[src/rtl/fcmp_pkg.sv]
// Package: shared relation type and flag encodings for the compare block.
// Assumes flags are packed {N, Z, C, V} from bit 3 down to bit 0.
package fcmp_pkg;

    typedef enum logic [1:0] {
        REL_LT = 2'd0,
        REL_EQ = 2'd1,
        REL_GT = 2'd2,
        REL_UN = 2'd3
    } rel_e;

    localparam logic [3:0] FLAGS_LT = 4'b1000;
    localparam logic [3:0] FLAGS_EQ = 4'b0110;
    localparam logic [3:0] FLAGS_GT = 4'b0010;
    localparam logic [3:0] FLAGS_UN = 4'b0011;

    // Map a relation onto its fixed condition-flag pattern.
    function automatic logic [3:0] rel_to_flags(input rel_e rel);
        logic [3:0] f;
        case (rel)
            REL_LT:  f = FLAGS_LT;
            REL_EQ:  f = FLAGS_EQ;
            REL_GT:  f = FLAGS_GT;
            default: f = FLAGS_UN;
        endcase
        return f;
    endfunction

endpackage

[src/rtl/fcmp_unpack.sv]
// Module: fcmp_unpack
// Splits one IEEE-754 word of a given format into its sign, an unsigned
// magnitude key (exponent above mantissa, zero-extended to MAG_W) and the
// class bits needed by the compare: zero, NaN and signalling NaN.
// Assumes MAG_W >= EXP_W + MAN_W and MAN_W >= 1.
module fcmp_unpack #(
    parameter int EXP_W = 8,
    parameter int MAN_W = 23,
    parameter int MAG_W = 63
) (
    input  logic [EXP_W+MAN_W:0] word,
    output logic                 sign,
    output logic [MAG_W-1:0]     mag,
    output logic                 is_zero,
    output logic                 is_nan,
    output logic                 is_snan
);
    localparam int BODY_W = EXP_W + MAN_W;

    logic [EXP_W-1:0] exp_f;
    logic [MAN_W-1:0] man_f;

    // Field extraction and class decode for one operand.
    always_comb begin
        sign    = word[BODY_W];
        exp_f   = word[BODY_W-1:MAN_W];
        man_f   = word[MAN_W-1:0];
        mag     = MAG_W'(word[BODY_W-1:0]);
        is_zero = (exp_f == '0) && (man_f == '0);
        is_nan  = (exp_f == '1) && (man_f != '0);
        is_snan = is_nan && !man_f[MAN_W-1];
    end

endmodule

[src/rtl/fcmp_order.sv]
// Module: fcmp_order
// Decides the relation of two unpacked operands: unordered if either is a
// NaN, equal for any pair of zeros, otherwise by sign then magnitude key,
// with the magnitude order reversed when both operands are negative.
// Assumes magnitude keys order like the values they encode (IEEE layout).
module fcmp_order
    import fcmp_pkg::*;
#(
    parameter int MAG_W = 63
) (
    input  logic             sign_a,
    input  logic [MAG_W-1:0] mag_a,
    input  logic             zero_a,
    input  logic             nan_a,
    input  logic             sign_b,
    input  logic [MAG_W-1:0] mag_b,
    input  logic             zero_b,
    input  logic             nan_b,
    output rel_e             rel
);
    logic mag_lt;
    logic mag_eq;

    // Relation decision, with special classes taking precedence.
    always_comb begin
        mag_lt = (mag_a < mag_b);
        mag_eq = (mag_a == mag_b);
        if (nan_a || nan_b) begin
            rel = REL_UN;
        end else if (zero_a && zero_b) begin
            rel = REL_EQ;
        end else if (sign_a != sign_b) begin
            rel = sign_a ? REL_LT : REL_GT;
        end else if (mag_eq) begin
            rel = REL_EQ;
        end else if (sign_a) begin
            rel = mag_lt ? REL_GT : REL_LT;
        end else begin
            rel = mag_lt ? REL_LT : REL_GT;
        end
    end

endmodule

[src/rtl/fcmp_policy.sv]
// Module: fcmp_policy
// Applies the NaN exception policy: in quiet mode only a signalling NaN
// raises invalid; in signalling mode any NaN does.
// Assumes the class inputs come from fcmp_unpack for the selected format.
module fcmp_policy (
    input  logic nan_a,
    input  logic snan_a,
    input  logic nan_b,
    input  logic snan_b,
    input  logic signal_mode,
    output logic raise_invalid
);
    // Invalid decision per mode.
    always_comb begin
        if (signal_mode) begin
            raise_invalid = nan_a || nan_b;
        end else begin
            raise_invalid = snan_a || snan_b;
        end
    end

endmodule

[src/rtl/fcmp_flags.sv]
// Module: fcmp_flags (top)
// Compares two IEEE-754 operands in single or double precision and
// registers the {N,Z,C,V} flag pattern and an invalid indication one cycle
// after an accepted compare. Outputs hold between compares.
// Assumes single-precision operands sit in the low SP_W bits of each bus;
// inputs are known whenever rst_n is high. Reset is synchronous, active low.
module fcmp_flags
    import fcmp_pkg::*;
#(
    parameter int SP_EXP_W = 8,
    parameter int SP_MAN_W = 23,
    parameter int DP_EXP_W = 11,
    parameter int DP_MAN_W = 52
) (
    input  logic                          clk,
    input  logic                          rst_n,
    input  logic                          in_valid,
    input  logic                          is_double,
    input  logic                          signal_mode,
    input  logic [DP_EXP_W+DP_MAN_W:0]    op_a,
    input  logic [DP_EXP_W+DP_MAN_W:0]    op_b,
    output logic                          out_valid,
    output logic [3:0]                    flags,
    output logic                          invalid
);
    localparam int SP_W  = 1 + SP_EXP_W + SP_MAN_W;
    localparam int DP_W  = 1 + DP_EXP_W + DP_MAN_W;
    localparam int MAG_W = DP_EXP_W + DP_MAN_W;
    localparam int NOPS  = 2;

    logic [DP_W-1:0]  ops    [NOPS];
    logic             sign_v [NOPS];
    logic [MAG_W-1:0] mag_v  [NOPS];
    logic             zero_v [NOPS];
    logic             nan_v  [NOPS];
    logic             snan_v [NOPS];

    rel_e rel;
    logic raise_invalid;

    assign ops[0] = op_a;
    assign ops[1] = op_b;

    // One pair of unpackers per operand, muxed by the precision select.
    for (genvar g = 0; g < NOPS; g++) begin : g_operand
        logic             s_sign, d_sign;
        logic [MAG_W-1:0] s_mag,  d_mag;
        logic             s_zero, d_zero;
        logic             s_nan,  d_nan;
        logic             s_snan, d_snan;

        fcmp_unpack #(.EXP_W(SP_EXP_W), .MAN_W(SP_MAN_W), .MAG_W(MAG_W)) u_sp (
            .word    (ops[g][SP_W-1:0]),
            .sign    (s_sign),
            .mag     (s_mag),
            .is_zero (s_zero),
            .is_nan  (s_nan),
            .is_snan (s_snan)
        );

        fcmp_unpack #(.EXP_W(DP_EXP_W), .MAN_W(DP_MAN_W), .MAG_W(MAG_W)) u_dp (
            .word    (ops[g]),
            .sign    (d_sign),
            .mag     (d_mag),
            .is_zero (d_zero),
            .is_nan  (d_nan),
            .is_snan (d_snan)
        );

        // Precision select for this operand's unpacked view.
        always_comb begin
            sign_v[g] = is_double ? d_sign : s_sign;
            mag_v[g]  = is_double ? d_mag  : s_mag;
            zero_v[g] = is_double ? d_zero : s_zero;
            nan_v[g]  = is_double ? d_nan  : s_nan;
            snan_v[g] = is_double ? d_snan : s_snan;
        end
    end

    fcmp_order #(.MAG_W(MAG_W)) u_order (
        .sign_a (sign_v[0]),
        .mag_a  (mag_v[0]),
        .zero_a (zero_v[0]),
        .nan_a  (nan_v[0]),
        .sign_b (sign_v[1]),
        .mag_b  (mag_v[1]),
        .zero_b (zero_v[1]),
        .nan_b  (nan_v[1]),
        .rel    (rel)
    );

    fcmp_policy u_policy (
        .nan_a         (nan_v[0]),
        .snan_a        (snan_v[0]),
        .nan_b         (nan_v[1]),
        .snan_b        (snan_v[1]),
        .signal_mode   (signal_mode),
        .raise_invalid (raise_invalid)
    );

    // Result register: capture on accepted compare, hold otherwise.
    always_ff @(posedge clk) begin
        if (!rst_n) begin
            out_valid <= 1'b0;
            flags     <= 4'b0000;
            invalid   <= 1'b0;
        end else begin
            out_valid <= in_valid;
            if (in_valid) begin
                flags   <= rel_to_flags(rel);
                invalid <= raise_invalid;
            end
        end
    end

    // a valid result is always one of the four fixed patterns.
    assert_legal_pattern_R4: assert property (@(posedge clk) disable iff (!rst_n)
        out_valid |-> (flags == FLAGS_LT || flags == FLAGS_EQ ||
                       flags == FLAGS_GT || flags == FLAGS_UN));

    // any pair of zeros yields the equal pattern.
    assert_zero_pair_equal_R5: assert property (@(posedge clk) disable iff (!rst_n)
        (in_valid && zero_v[0] && zero_v[1]) |=> (flags == FLAGS_EQ));

    // a negative non-NaN A against a positive B, not both zero, is less.
    assert_sign_order_R6: assert property (@(posedge clk) disable iff (!rst_n)
        (in_valid && !nan_v[0] && !nan_v[1] && sign_v[0] && !sign_v[1] &&
         !(zero_v[0] && zero_v[1])) |=> (flags == FLAGS_LT));

    // in quiet mode invalid can only accompany an unordered result.
    assert_quiet_invalid_R8: assert property (@(posedge clk) disable iff (!rst_n)
        (in_valid && !signal_mode) |=> (!invalid || flags == FLAGS_UN));

    // in signalling mode invalid is set exactly when unordered.
    assert_signal_invalid_R9: assert property (@(posedge clk) disable iff (!rst_n)
        (in_valid && signal_mode) |=> (invalid == (flags == FLAGS_UN)));

    // valid follows the request by one cycle.
    assert_latency_on_R10: assert property (@(posedge clk) disable iff (!rst_n)
        in_valid |=> out_valid);
    assert_latency_off_R10: assert property (@(posedge clk) disable iff (!rst_n)
        !in_valid |=> !out_valid);

    // results hold on idle cycles.
    assert_hold_R10: assert property (@(posedge clk) disable iff (!rst_n)
        !in_valid |=> ($stable(flags) && $stable(invalid)));

endmodule

[config.mk]
export PLATFORM = sky130hd
export DESIGN_NAME = fcmp_flags
export DESIGN_NICKNAME = d
export VERILOG_FILES = /design/src/rtl/fcmp_pkg.sv /design/src/rtl/fcmp_unpack.sv /design/src/rtl/fcmp_order.sv /design/src/rtl/fcmp_policy.sv /design/src/rtl/fcmp_flags.sv
export SDC_FILE = /design/constraint.sdc
export NUM_CORES = 1
export LEC_CHECK = 0
export BUFFER_PORTS_ARGS = -buffer_cell sky130_fd_sc_hd__buf_4
export CAP_MARGIN = 20
export CORE_ASPECT_RATIO = 1.1
export CORE_MARGIN = 8
export CORE_UTILIZATION = 42
export DETAILED_ROUTE_END_ITERATION = 8
export MAX_ROUTING_LAYER = met4
export PLACE_DENSITY_LB_ADDON = 0.08
export SETUP_SLACK_MARGIN = 0.3
export SYNTH_ARGS = -nofsm -noshare
export SYNTH_HDL_FRONTEND = slang
export SYNTH_SLANG_ARGS = --single-unit
export TNS_END_PERCENT = 30
[constraint.sdc]
create_clock -name clk -period 8 [get_ports clk]
set_input_delay 2 -clock clk [delete_from_list [all_inputs] [get_ports clk]]
set_output_delay 2 -clock clk [all_outputs]
set_load 0.1 [all_outputs]
==> out/metrics.yaml <==
status: "completed"
pin_count: 139
cts_buffer_depth: 2
fin_crit_sh_pct: 52.0
criticalPathCategory: "input pin to register"
rsz0062_at_grt: "no"
cp_max_fo: 70
core_area_sq_um: 6040
synth-seq-area-share_pct: 4.70
reg2reg_to: "invalid$_SDFFE_PN0P_"
portBuffers: 138
post_cts_buffers: 0
ctsRootBufferMaster: "clkbuf_8"
cts_made_buffers: 3
synthFlopType: "dfxtp_1"
crit_path_end_kind: "register"
hold_viol: 0
r2r_start: "invalid$_SDFFE_PN0P_"
share_comb_of_total_power_pct: 68.4
via_per_inst: 5.38
dr.pass1.iters: 4
synth_seq_cells: 6
fin_ws_ps: 3840
netSwitchingFraction_pct: 40.1
start_kind: "input pin"
crit_path_max_incr_delay_ps: 440
dp_slack_ps: 3580
wl_per_cell_um: 14.7
row_count: 30
cts_resized: 0
clkLatencyLatePin_ps: 220
postCtsHoldBufs: 0
critPathRequiredTime_ps: 8120
hold_end: "flags[2]$_SDFFE_PN0P_"
grt_max_degree: 71
rrSetupSlack_ps: 7260
setup_viol: 0
track_usage_pct: 18.8
drive_gt1_share_pct: 30.9
synth_nets: 562
grt_remaining_overflow: 0
tightest_slew_ps: 550
internal_power_mw: 0.151
die_area_sq_um: 8840
hp-class: "register to register"
start_util_pct: 42.3
num_antenna_cells: 0
leakage_nw: 1.88
grt_pass1_vias: 3244
clkSlewWorstSetupHoldPaths_ps: 40
slowest_stage: "buf_4"
crit_chain: "buf_4 -> and2_1 -> ha_1 -> a21o_1 -> a21o_1 -> a21oi_1 -> nor2_1 -> a211oi_1 -> o221ai_1 -> mux2i_1 -> a31o_1"
p_seq_share_pct: 13.0
p_per_area_nw_per_um2: 68.1
regArea_sq_um: 120
p_clk_share_pct: 18.5
yosysUniqueCellTypes: 41
crit_arrival_ps: 4270
cts_max_level: 1
synthToLayoutAreaGrowth_pct: 44.8
synth_edf_count: 0
cpMostUsedCell: "a21o_1"
reg2reg_depth: 3
vias: 3113
switchingPower_mw: 0.101
clock-sinks: 6
maxSlewHeadroom_pct: 63.3
layout_common_cells: "buf_4, ha_1, nand2_1, inv_1, and2_1"
syn_area_sq_um: 2560
die_y_um: 97.8
drt_iter0_drc: 53
ant_nets: 0
synthArstFlopShare_pct: 0
fin_crit_ps: 4160
antenna_found_initial: 0
fill_cells: 570
report.final.slew_viol_count: 0
cap_viol_max_count: 0
synth_cells: 366
place_congestion: 0.886
worstHoldPathCells: 2
tns_ps: 0
route.detailed.drc: 0
die_w_um: 90.4
num-nets-final: 697
grt_pass1_wl_mm: 13.9
avgSynthCellArea_sq_um: 6.98
final_common_cell: "buf_4"
cts_tree: "built"
fin_skew_ps: 0
yosys_warnings: 0
dp_hpwl_mm: 7.74
min_from: "flags[2]$_SDFFE_PN0P_"
routed_wirelength_mm: 8.51
vdd_ir_drop_max_mv: 0.0403
fmax_mhz: 241
multi_input_area_sq_um: 2270
==> worst max path at each step <==
stage / startpoint / to / cells after the start
after floorplan: is_double / flags[3]$_SDFFE_PN0P_ / 13
after global placement: is_double / flags[3]$_SDFFE_PN0P_ / 11
after detailed placement: is_double / flags[3]$_SDFFE_PN0P_ / 11
after CTS: is_double / flags[3]$_SDFFE_PN0P_ / 11
after global routing: is_double / flags[1]$_SDFFE_PN0P_ / 10
final: is_double / flags[3]$_SDFFE_PN0P_ / 11
==> per-stage QoR <==
stage	area, sq um	hold slack, ps	cells	total power, mW	util, %
after floorplan	2560	912	366	0.122	-
after global placement	3660	463	576	0.204	60.6
after detailed placement	3660	461	576	0.206	60.6
after CTS	3700	469	579	0.254	61.3
after global routing	3700	496	579	0.275	61.3
final	3700	469	579	0.252	61.3
==> cells by family (layout without fill, tap and decap cells) <==
family | Yosys count | in the layout | synth area share (%)
adders and majority gates | 63 | 63 | 30.8
buffers and inverters | 44 | 177 | 6.51
muxes | 3 | 3 | 1.17
xor gates and xnor gates | 1 | 1 | 0.343
AOI/OAI and AO/OA | 65 | 65 | 15.8
DFF | 6 | 6 | 4.70
and+or+nand+nor | 184 | 184 | 40.6
==> routing by layer <==
layer  vias to the layer above  global-route usage, %  share of wire (%)
met4                         0                   4.36                1.4
met3                        10                   2.07                3.5
met5                         -                      -                  0
met2                        94                   34.8                 52
met1                      1391                   20.9                 44
li1                       1618                      -                  -
==> sequential cells by signal (all words and copies together), names as in the netlist <==
register	count
out_valid	1
invalid	1
flags	4
==> cells in the mapped netlist, types with 2 or more instances <==
library cell | n | share of area (%)
mux2i_1 | 3 | 1.2
and2_1 | 33 | 8.1
inv_1 | 36 | 5.3
nor4_1 | 27 | 6.6
a2111oi_2 | 2 | 1.2
nor2b_1 | 2 | 0.49
nand4_1 | 21 | 5.1
nor4b_1 | 2 | 0.69
nand3b_1 | 2 | 0.59
o221ai_1 | 2 | 0.69
a21o_1 | 6 | 1.8
clkbuf_1 | 7 | 1.0
nor2_1 | 12 | 1.8
o21ai_0 | 15 | 2.9
or4_4 | 2 | 0.88
o22ai_1 | 2 | 0.49
dfxtp_1 | 6 | 4.7
a31oi_1 | 2 | 0.49
a21oi_1 | 24 | 4.7
nor3_2 | 2 | 0.78
ha_1 | 63 | 31
nand2_1 | 57 | 8.4
nor4_4 | 2 | 1.7
a211oi_1 | 7 | 2.1
a221oi_1 | 2 | 0.69
nand3_1 | 8 | 1.6
nor3_1 | 5 | 0.98
==> cell type report <==
type                       count  share of cell area [%]
multi-input combinational    316                    61.3
clock buffer                   3                    1.12
inverter                      36                    3.65
timing repair buffer         138                    28.0
tap                           80                    2.70
sequential                     6                    3.24
==> power by group through the flow <==
stage | Combinational [mW] | Clock (mW) | Sequential (mW)
after global routing | 0.194 | 0.0480 | 0.0330
final | 0.172 | 0.0467 | 0.0329
after floorplan | 0.0778 | 0 | 0.0446
after global placement | 0.170 | 0 | 0.0333
after CTS | 0.173 | 0.0474 | 0.0328
after detailed placement | 0.172 | 0 | 0.0333
==> worst max-delay path, delay by kind of cell <==
kind	cells	cell delay, ps
AND/OR/NAND/NOR	2	260
multiplexers	1	160
AO/OA/AOI/OAI	6	1150
buffers and inverters	1	440
adder cells (fa/ha/maj)	1	240
No activity file was read; power rests on OpenSTA's default activity.
